$ cat config.mk
export PLATFORM = sky130hd
export DESIGN_NAME = decoder_feeder
export DESIGN_NICKNAME = d
export VERILOG_FILES = /design/src/rtl/decoder_feeder.sv
export SDC_FILE = /design/constraint.sdc
export NUM_CORES = 1
export LEC_CHECK = 0
export CAP_MARGIN = 20
export CORE_ASPECT_RATIO = 1.75
export CORE_UTILIZATION = 60
export CTS_CLUSTER_SIZE = 24
export DETAILED_ROUTE_END_ITERATION = 6
export PLACE_DENSITY = 0.91
export SLEW_MARGIN = 20
export SYNTH_ARGS = -nofsm -noshare
export SYNTH_HDL_FRONTEND = slang
export SYNTH_SLANG_ARGS = --single-unit
$ cat constraint.sdc
create_clock -name clk -period 3 [get_ports clk]
set_input_delay 0.6 -clock clk [delete_from_list [all_inputs] [get_ports clk]]
set_output_delay 0.6 -clock clk [all_outputs]
set_load 0.05 [all_outputs]
$ cat src/rtl/decoder_feeder.sv
module decoder_feeder #(
  parameter int WINDOW    = 32,
  parameter int BURST_MAX = 4096,
  parameter int FLUSH_LEN = 2048
) (
  input  logic       clk,
  input  logic       rst_n,
  input  logic [7:0] up_data,
  input  logic       up_valid,
  output logic       up_ready,
  input  logic       go_i,
  input  logic       halt_i,
  input  logic       drain_i,
  input  logic       dreq_i,
  output logic       sd_valid,
  output logic       sd_bit,
  output logic       sd_sync,
  output logic [1:0] play_state
);

  localparam int WIN_W = $clog2(WINDOW + 1);
  localparam int CNT_W = $clog2(BURST_MAX + 1);
  localparam int FL_W  = $clog2(FLUSH_LEN + 1);

  localparam logic [WIN_W-1:0] WIN_FULL = WIN_W'(WINDOW);
  localparam logic [WIN_W-1:0] WIN_HIGH = WIN_W'(WINDOW - 1);
  localparam logic [CNT_W-1:0] CNT_LAST = CNT_W'(BURST_MAX - 1);
  localparam logic [FL_W-1:0]  FL_LOAD  = FL_W'(FLUSH_LEN);

  localparam logic [1:0] ST_STOP  = 2'd0;
  localparam logic [1:0] ST_RUN   = 2'd1;
  localparam logic [1:0] ST_EOS   = 2'd2;
  localparam logic [1:0] ST_EMPTY = 2'd3;

  logic [1:0]       state, state_nxt;
  logic             busy, sending, dreq_q;
  logic [2:0]       bit_idx;
  logic [7:0]       shreg;
  logic [WIN_W-1:0] win;
  logic [CNT_W-1:0] bcnt;
  logic [FL_W-1:0]  fcnt;

  logic flush_ok, kick, burst_go, slot, win_ok;
  logic take_data, take_zero, starve, load;

  assign flush_ok  = drain_i && !(state == ST_EMPTY && !up_valid);
  assign kick      = go_i || (flush_ok && state != ST_RUN);
  assign burst_go  = !busy && dreq_i && ((dreq_i && !dreq_q) || kick);
  assign slot      = busy && (!sending || bit_idx == 3'd7);
  assign win_ok    = win != '0;
  assign take_data = slot && win_ok && state == ST_RUN && up_valid;
  assign starve    = slot && win_ok && state == ST_RUN && !up_valid;
  assign take_zero = slot && win_ok && state != ST_RUN && fcnt != '0;
  assign load      = take_data || take_zero;

  assign up_ready   = take_data;
  assign sd_valid   = sending;
  assign sd_bit     = shreg[7];
  assign sd_sync    = sending && bit_idx == 3'd0;
  assign play_state = state;

  always_comb begin
    state_nxt = state;
    if (starve || (take_data && bcnt == CNT_LAST)) state_nxt = ST_EOS;
    if (take_zero && fcnt == FL_W'(1))             state_nxt = ST_EMPTY;
    if (kick)                                      state_nxt = ST_RUN;
    else if (halt_i && state == ST_RUN)            state_nxt = ST_STOP;
  end

  always_ff @(posedge clk) begin
    if (!rst_n) begin
      sending <= 1'b0;
      bit_idx <= '0;
      shreg   <= '0;
    end else if (load) begin
      sending <= 1'b1;
      bit_idx <= '0;
      shreg   <= take_data ? up_data : 8'h00;
    end else if (sending) begin
      shreg   <= {shreg[6:0], 1'b0};
      bit_idx <= bit_idx + 3'd1;
      if (bit_idx == 3'd7) sending <= 1'b0;
    end
  end

  always_ff @(posedge clk) begin
    if (!rst_n) begin
      state  <= ST_STOP;
      busy   <= 1'b0;
      dreq_q <= 1'b0;
      win    <= '0;
      bcnt   <= '0;
      fcnt   <= '0;
    end else begin
      state  <= state_nxt;
      dreq_q <= dreq_i;
      if (burst_go)                    busy <= 1'b1;
      else if (slot && !load && !starve) busy <= 1'b0;
      if (burst_go)  win <= WIN_FULL;
      else if (load) win <= dreq_i ? WIN_HIGH : win - WIN_W'(1);
      if (burst_go)       bcnt <= '0;
      else if (take_data) bcnt <= bcnt + CNT_W'(1);
      if (flush_ok && fcnt == '0) fcnt <= FL_LOAD;
      else if (take_zero)         fcnt <= fcnt - FL_W'(1);
    end
  end

  AST_SYNC_THEN_BITS: assert property (@(posedge clk) disable iff (!rst_n)
    sd_sync |=> (sd_valid && !sd_sync));
  AST_READY_SINGLE: assert property (@(posedge clk) disable iff (!rst_n)
    up_ready |=> !up_ready);
  AST_READY_RUNNING: assert property (@(posedge clk) disable iff (!rst_n)
    up_ready |-> (play_state == ST_RUN && up_valid));
  AST_STOP_ONLY_FROM_RUN: assert property (@(posedge clk) disable iff (!rst_n)
    ((play_state == ST_EOS || play_state == ST_EMPTY) && !go_i && !drain_i) |=> play_state != ST_STOP);
  AST_NO_RUN_TO_EMPTY: assert property (@(posedge clk) disable iff (!rst_n)
    (play_state == ST_RUN) |=> play_state != ST_EMPTY);
  AST_NO_BITS_WHEN_QUIET: assert property (@(posedge clk) disable iff (!rst_n)
    (!sd_valid && !busy) |=> !sd_sync);

endmodule

Word level (Yosys, flattened, before mapping)
Index checks and enable logic that the tools add are counted.

storage, ports and cells
  register bits after elaboration = 47
  bits in latches = 0
  memory bits (writable) = 0
  bits in read-only memories = 0
  bits of input ports = 15
  output and inout port bits = 6
  logic and storage cells = 86
  memories kept = 0

cells by class
  add/sub/neg operators = 4
  multiply operators = 0
  div/mod/pow operators = 0
  $lt $le $gt $ge = 0
  eq/ne operators = 6
  shift-type cells = 0
  multiplexer cells = 17
  bitwise operators = 1
  reductions and logical operators = 46

operators with widths
  cell                                                                   number
  12-bit two-way mux                                                     2
  8-bit two-way mux                                                      3
  1-bit logical AND                                                      20
  6-bit two-way mux                                                      3
  13-bit by 1-bit adder with 13-bit output (second input constant)       1
  13-bit by 12-bit == test with 1-bit output (second input constant)     1
  12-bit by 1-bit == test with 1-bit output (second input constant)      1
  12-bit zero test                                                       1
  12-bit nonzero test                                                    1
  12-bit by 1-bit subtractor with 12-bit output (second input constant)  1
  2-bit nonzero test                                                     5
  1-bit zero test                                                        7
  1-bit two-way mux                                                      7
  6-bit nonzero test                                                     1
  2-bit OR reduction                                                     3
  6-bit by 1-bit subtractor with 6-bit output (second input constant)    1
  1-bit logical OR                                                       5
  2-bit two-way mux                                                      2
  4-bit nonzero test                                                     1
  3-bit by 1-bit adder with 3-bit output (second input constant)         1
  3-bit == test (second input constant)                                  1
  3-bit zero test                                                        1
  3-bit OR reduction                                                     1
  2-bit by 1-bit == test with 1-bit output (second input constant)       1
  other kinds (3)                                                        3

Longest topological paths before layout
Gate-level depths: netlist of the first run.

  word-level depth = 12
  mapped depth = 10
  depth with buffers taken out = 8

Worst setup path before layout of the first run
No wires, ideal clock.

  path type = flip-flop to output port
  start point = register state[0], in the netlist play_state[0]
  end point = output up_ready
  arrival time = 1.875 ns
  data required time = 2.400 ns
  path slack = 0.525 ns
  cell stages (with the launch flop) = 7
  buffers on the path = 2
  path through = dfxtp_1 > nand2b_4 > a2111oi_4 > buf_6 > nand2_1 > inv_2 > buf_2

on the way
  longest elaborated chain between the ends = 3

RTL lines
  what                                      RTL line  source
  start, declared                           35        logic [1:0] state, state_nxt;
  start signal, assigned                    95        state <= state_nxt;
  2-bit by 1-bit == test with 1-bit output  51        assign take_data = slot && win_ok && state == ST_RUN && up_valid;
  1-bit logical AND (2 in a row)            51
  end, declared                             10        output logic up_ready,

No other way between the ends.

Final worst setup path of the first run
  start point = register win[0]
  end point = output up_ready

on the way
  longest elaborated chain between the ends = 4

RTL lines
  what                            RTL line  source
  start, declared                 39        logic [WIN_W-1:0] win;
  start signal, assigned          100       else if (load) win <= dreq_i ? WIN_HIGH : win - WIN_W'(1);
  6-bit nonzero test              50        assign win_ok = win != '0;
  1-bit logical AND (3 in a row)  51

No other way between the ends.

==> results of run 1 <==
## worst min-delay path by stage
stage | startpoint | slack (ps) | cells past startpoint | endpoint
2_1_floorplan | bcnt[1] | 450 | 2 | bcnt[1]
6_report | bcnt[1] | 470 | 2 | bcnt[1]
5_1_grt | bcnt[1] | 490 | 2 | bcnt[1]
4_1_cts | bcnt[1] | 470 | 2 | bcnt[1]
3_3_place_gp | bcnt[1] | 460 | 2 | bcnt[1]
3_5_place_dp | bcnt[1] | 460 | 2 | bcnt[1]
## metrics by stage
step / instance area, µm² / total power, mW
floorplan: 2407 / 0.7664
global placement: 2654 / 0.8115
detailed placement: 2654 / 0.8152
CTS: 2735 / 1.178
global route: 2735 / 1.222
finish: 2735 / 1.167
## layout make-up
class	count	area (µm²)	area share (%)
Clock buffer	7	76.32	2.790
Clock inverter	1	5.005	0.1830
Inverter	14	52.55	1.921
Multi-Input combinational cell	199	1345	49.18
Sequential cell	47	940.9	34.40
Tap cell	48	60.06	2.196
Timing Repair Buffer	26	255.2	9.332
## Yosys cell counts (7+ instances only)
cell type and number:
a21oi_1 18, xor2_1 14, dfxtp_1 47, nand2_1 25, inv_1 13, nand3_1 11
mux2_2 7, ha_1 7, o21ai_0 7, nand4_1 12, nor2_1 32, nor3_1 7
## cells by family (layout without fill, tap and decap cells)
logic type | after synthesis | in the layout
AOI/OAI and AO/OA | 48 | 48
xor gates and xnor gates | 18 | 18
adders and majority gates | 7 | 7
buffers and inverters | 26 | 48
DFF | 47 | 47
muxes | 9 | 9
and+or+nand+nor | 117 | 117
## worst min-delay path: cells and delay by family, from the launching register on
family / cells / cell delay (ps)
flops: 1 / 330
simple gates: 1 / 50
compound gates: 1 / 50
## power groups by stage
stage          clock [mW]  sequential, mW  combinational (mW)
2_1_floorplan           0           0.668              0.0982
3_3_place_gp            0           0.662               0.149
3_5_place_dp            0           0.663               0.153
4_1_cts             0.376           0.648               0.154
5_1_grt             0.406           0.651               0.166
6_report            0.365           0.648               0.154
## sequential cells by signal, summed over array words and instances (netlist names)
| signal | cells |
|---|---|
| shreg | 8 |
| win | 6 |
| play_state | 2 |
| bcnt | 13 |
| busy | 1 |
| fcnt | 12 |
| bit_idx | 3 |
| sd_valid | 1 |
| dreq_q | 1 |
## metal layers
metal  share of wire, %  vias up
met4                2.8        0
met1                 41      946
met3                2.6       14
met5                  0        -
met2                 54       47
li1                   -     1000
==> flow_summary.toml, run 1 <==
[synthesis]
async_flop_share_pct = 0
synth_top_area_share_pct = 39.09
synth_edf_count = 0
yosys-top-cells-area = "dfxtp_1, xor2_1, nor2_1, nand2_1, a21oi_1"
synth.avg_cell_area_um2 = 8.850
synth_fp_nets = 294
synth_compound_area_share_pct = 15.38
ys_types = 58
syn-instance-count = 272
synth_adder_area_share_pct = 3.638
yosys.area_share.simple_pct = 26.20
yosys_warnings = 0
ys.flop_type = "dfxtp_1"
synth_top_family_by_area = "simple AND/OR/NAND/NOR gates"
ys_ff_latch = 47
seq_area_frac_synth_pct = 39.09
synth_xor_area_share_pct = 6.549
syn_area_um2 = 2407
yosysTopAreaCell = "dfxtp_1"
synthMuxAreaShare_pct = 4.106

[sta]
tightestPinTransition_ps = 666.5
rsz0062_at_grt = "no"
fin_tns_setup_ps = 0
drv_slew = 0
fin_crit_sh_pct = 88.98
relSlewSlack_pct = 55.15
fin_ws_ps = 330.6
finClkSkew_ps = 5.327
fmax_mhz = 374.6
setup_viol = 0
finalHoldViolations = 0
fin_hold_ws_ps = 473.7
post-route-min-period_ps = 2669

[critical_path]
cp_slowest_stage_delay_ps = 380
rr_worst_depth = 8
path_depth = 7
cp_data_arrival_time_ps = 2070
crit_path_start_kind = "flop"
r2r-end = "win[5]"
critPathKind = "reg2out"
startpoint = "win[0]"
crit_end = "up_ready"
cp-end-kind = "output port"
cp_cell_sequence = "inv_1, ha_1, nor3b_4, a2111oi_4, nand2_1, inv_2, buf_12"
cp_num_buf_inv = 3
r2r_setup_slack_ps = 710
critical_path.slowest_cell = "dfxtp_1"
rr_startpoint = "win[0]"
path_max_fanout = 16
critPathRequiredTime_ps = 2400
crit_family = "buffers and inverters"

[global_route]
grt_start_max_net_pins = 17
grt_util_met3_pct = 4.787
grt_usage_pct = 24.32
grt-busiest-layer = "met2"
use_met1_pct = 24.28
grt_pass1_wl_mm = 8.121
overflow = 0
antenna_found_initial = 0
grt_pass1_vias = 1988
met2_usage_pct = 45.82

[detailed_routing]
routedWlPerCell_um = 13.93
vias = 2007
drcViolationCount = 0
antenna_left = 0
first_pass_iters = 4
initialDrtViolationCount = 52
viasPerCell = 5.868
drt-total-wl_mm = 4.764

[cts]
cts_resized = 0
ctsLongestPathBuffers = 2
clkTransAtPathRegs_ps = 80
cts-root-buf = "clkbuf_8"
clkLatencyLatePin_ps = 290
ctsHoldBuffers = 0
clock-sinks = 47
tritoncts = "done"
numCtsBuffers = 5
htreeDepth = 2
cts_setup_buffers = 0

[floorplanning]
coreArea_um2 = 3866
row_count = 30
die_w_um = 49.88
die_h_um = 85.79
die-area_um2 = 4279
start_util_pct = 62.27
io-pin-count = 21

[power_and_ir_drop]
power_frac_comb_pct = 13.2
p_sw_share_pct = 26.11
intPower_uw = 862.7
leakage_nw = 0.9853
power_frac_clock_pct = 31.3
switchingPower_uw = 304.8
power_frac_seq_pct = 55.5
vdd_drop_max_mv = 0.3138
power.density_nw_per_um2 = 426.8

[final_layout]
num_antenna_cells = 0
utilization_pct = 70.74
final_cell_mix = "dfxtp_1, nor2_1, nand2_1, clkdlybuf4s50_1, a21oi_1"
layout_commonest_cell = "dfxtp_1"
layout-drive-gt1-share_pct = 12.59
num-nets-final = 315
layout.cells.non_filler = 342
fill_cells = 284
area_growth_pct = 13.62

[worst_hold_path]
hold_path_class = "reg2reg"

[placement]
io_buffers = 20
dp_hpwl_mm = 3.558
place_congestion = 0.7969
place_ws_ps = 516.3
placed_cells = 334

[status]
status = "finished clean"

[flow_run]
max-cap-violations = 0
(Power assumes the default switching activity.)
==> run 2: changes to the inputs <==
--- a/config.mk
+++ b/config.mk
@@ -10,6 +10,7 @@
 export CORE_UTILIZATION = 60
 export CTS_CLUSTER_SIZE = 24
 export DETAILED_ROUTE_END_ITERATION = 6
+export GPL_TIMING_DRIVEN = 0
 export PLACE_DENSITY = 0.91
 export SLEW_MARGIN = 20
 export SYNTH_ARGS = -nofsm -noshare
==> run 2 against run 1 <==
Against the previous run:
- global-route usage up 0.22 points
- sequential power about the same
- routed wire length about the same
- core utilization up 0.13 points
- hold slack better by 12 ps
- design area up 0.18%
- first-iteration DRC count unchanged
- largest cell class unchanged
- highest routed layer unchanged
==> flow_summary.toml, run 2 (synthesis gave the netlist of run 1 again) <==
[critical_path]
crit_path_start_kind = "flop"
path_depth = 8
cp-end-kind = "output port"
r2r_setup_slack_ps = 860
critPathKind = "reg2out"
cp_num_buf_inv = 4
startpoint = "win[0]"
rr_worst_depth = 9
crit_end = "up_ready"
crit_family = "buffers and inverters"
cp_cell_sequence = "inv_1, ha_1, nor3b_4, a2111oi_4, buf_6, nand2_1, inv_4, buf_4"
cp_slowest_stage_delay_ps = 380
cp_data_arrival_time_ps = 2240
rr_startpoint = "win[0]"
path_max_fanout = 16
critPathRequiredTime_ps = 2400
critical_path.slowest_cell = "dfxtp_1"
r2r-end = "win[3]"

[final_layout]
layout-drive-gt1-share_pct = 12.79
utilization_pct = 70.87
fin_area_um2 = 2740
num_antenna_cells = 0
top_register = "bcnt"
layout_commonest_cell = "dfxtp_1"
top_regs = "bcnt: 13 flops, fcnt: 12 flops, shreg: 8 flops"
num-nets-final = 319
final_cell_mix = "dfxtp_1, nor2_1, nand2_1, a21oi_1, clkdlybuf4s50_1"
fill_cells = 305
largest_reg_flops = 13
area_growth_pct = 13.83

[cts]
numCtsBuffers = 5
clkLatencyLatePin_ps = 300
ctsLongestPathBuffers = 2
ctsHoldBuffers = 0
htreeDepth = 2
cts-root-buf = "clkbuf_8"
clock-sinks = 47
tritoncts = "done"
clkTransAtPathRegs_ps = 80

[sta]
tightestPinTransition_ps = 603.1
finalHoldViolations = 0
post-route-min-period_ps = 2841
finClkSkew_ps = 8.275
setup_viol = 0
fin_tns_setup_ps = 0
relSlewSlack_pct = 59.42
rsz0062_at_grt = "no"
fin_crit_sh_pct = 94.71
drv_slew = 0
fmax_mhz = 352.0

[detailed_routing]
initialDrtViolationCount = 52
vias = 1973
drcViolationCount = 0
routedWlPerCell_um = 13.80
viasPerCell = 5.719
first_pass_iters = 4
antenna_left = 0
drt-total-wl_mm = 4.762

[placement]
io_buffers = 19
placed_area_um2 = 2658
place_congestion = 0.8072
dp_hpwl_mm = 3.567

[floorplanning]
start_util_pct = 62.27
die-area_um2 = 4279
die_h_um = 85.79
coreArea_um2 = 3866
row_count = 30
die_w_um = 49.88
io-pin-count = 21

[global_route]
met2_usage_pct = 45.82
antenna_found_initial = 0
grt_util_met3_pct = 3.191
grt_start_max_net_pins = 17
grt_pass1_vias = 1928
use_met1_pct = 24.94
grt-busiest-layer = "met2"
grt_pass1_wl_mm = 8.121
overflow = 0
grt_usage_pct = 24.53

[status]
status = "finished clean"

[power_and_ir_drop]
power.density_nw_per_um2 = 433.0
vdd_drop_max_mv = 0.3935
leakage_nw = 0.9847

[flow_run]
max-cap-violations = 0

[worst_hold_path]
hold_path_class = "reg2reg"
-- run 2: changes by cell type in the layout (fill, tap and decap cells not counted), sizes merged --
| cell | change |
|---|---|
| clkbuf | +3 |
| clkdlybuf4s50 | -1 |
| buf | +1 |
-- run 2: through the flow --
stage / std cells / total power, mW / setup slack [ps] / hold WS, ps
2_1_floorplan: 272 / 0.7664 / 524.6 / 448.4
3_3_place_gp: 339 / 0.8114 / -497.5 / 454.3
3_5_place_dp: 339 / 0.8153 / -512.2 / 479.3
4_1_cts: 345 / 1.196 / 79.13 / 491.4
5_1_grt: 345 / 1.232 / 55.65 / 507.6
6_report: 345 / 1.187 / 158.8 / 485.2
-- run 2: per-layer routing --
layer  up-vias  wire, µm
met5         -         0
li1       1004         -
met2        30      2627
met1       932      1937
met4         0        83
met3         7       113
-- run 2: power by group --
part / switching, mW / internal [mW] / leakage [nW]
sequential: 0.0128 / 0.636 / 0.380
combinational: 0.0906 / 0.0619 / 0.558
clock: 0.205 / 0.181 / 0.0470
total: 0.308 / 0.879 / 0.985
-- run 2: worst min-delay path, delay by kind of cell (launching register included) --
| kind | cells | cell delay [ps] |
|---|---|---|
| flops | 1 | 330 |
| simple gates | 1 | 60 |
| compound gates | 1 | 60 |
-- run 2: area by class of cell --
cell class | count | area [µm²] | area share [%]
Sequential cell | 47 | 940.9 | 34.34
Clock inverter | 1 | 5.005 | 0.1826
Clock buffer | 6 | 82.58 | 3.014
Timing Repair Buffer | 19 | 187.7 | 6.849
Inverter | 14 | 55.05 | 2.009
Tap cell | 48 | 60.06 | 2.192
Multi-Input combinational cell | 199 | 1345 | 49.09
Buffer | 11 | 63.81 | 2.329
-- run 2: worst min path at each step --
stage,start,end,slack (ps),depth (start not counted)
final,bcnt[1],bcnt[1],490,2
after global routing,bcnt[1],bcnt[1],510,2
after CTS,bcnt[1],bcnt[1],490,2
after detailed placement,bcnt[1],bcnt[1],480,2
after global placement,bcnt[1],bcnt[1],450,2
after floorplan,bcnt[1],bcnt[1],450,2
-- run 2: timing repair --
| action | CTS | global route |
|---|---|---|
| setup endpoints to repair | 1 | 1 |
| buffers inserted | 0 | 0 |
| endpoints found under the hold margin | 0 | 0 |
| resized for setup | 6 | 1 |
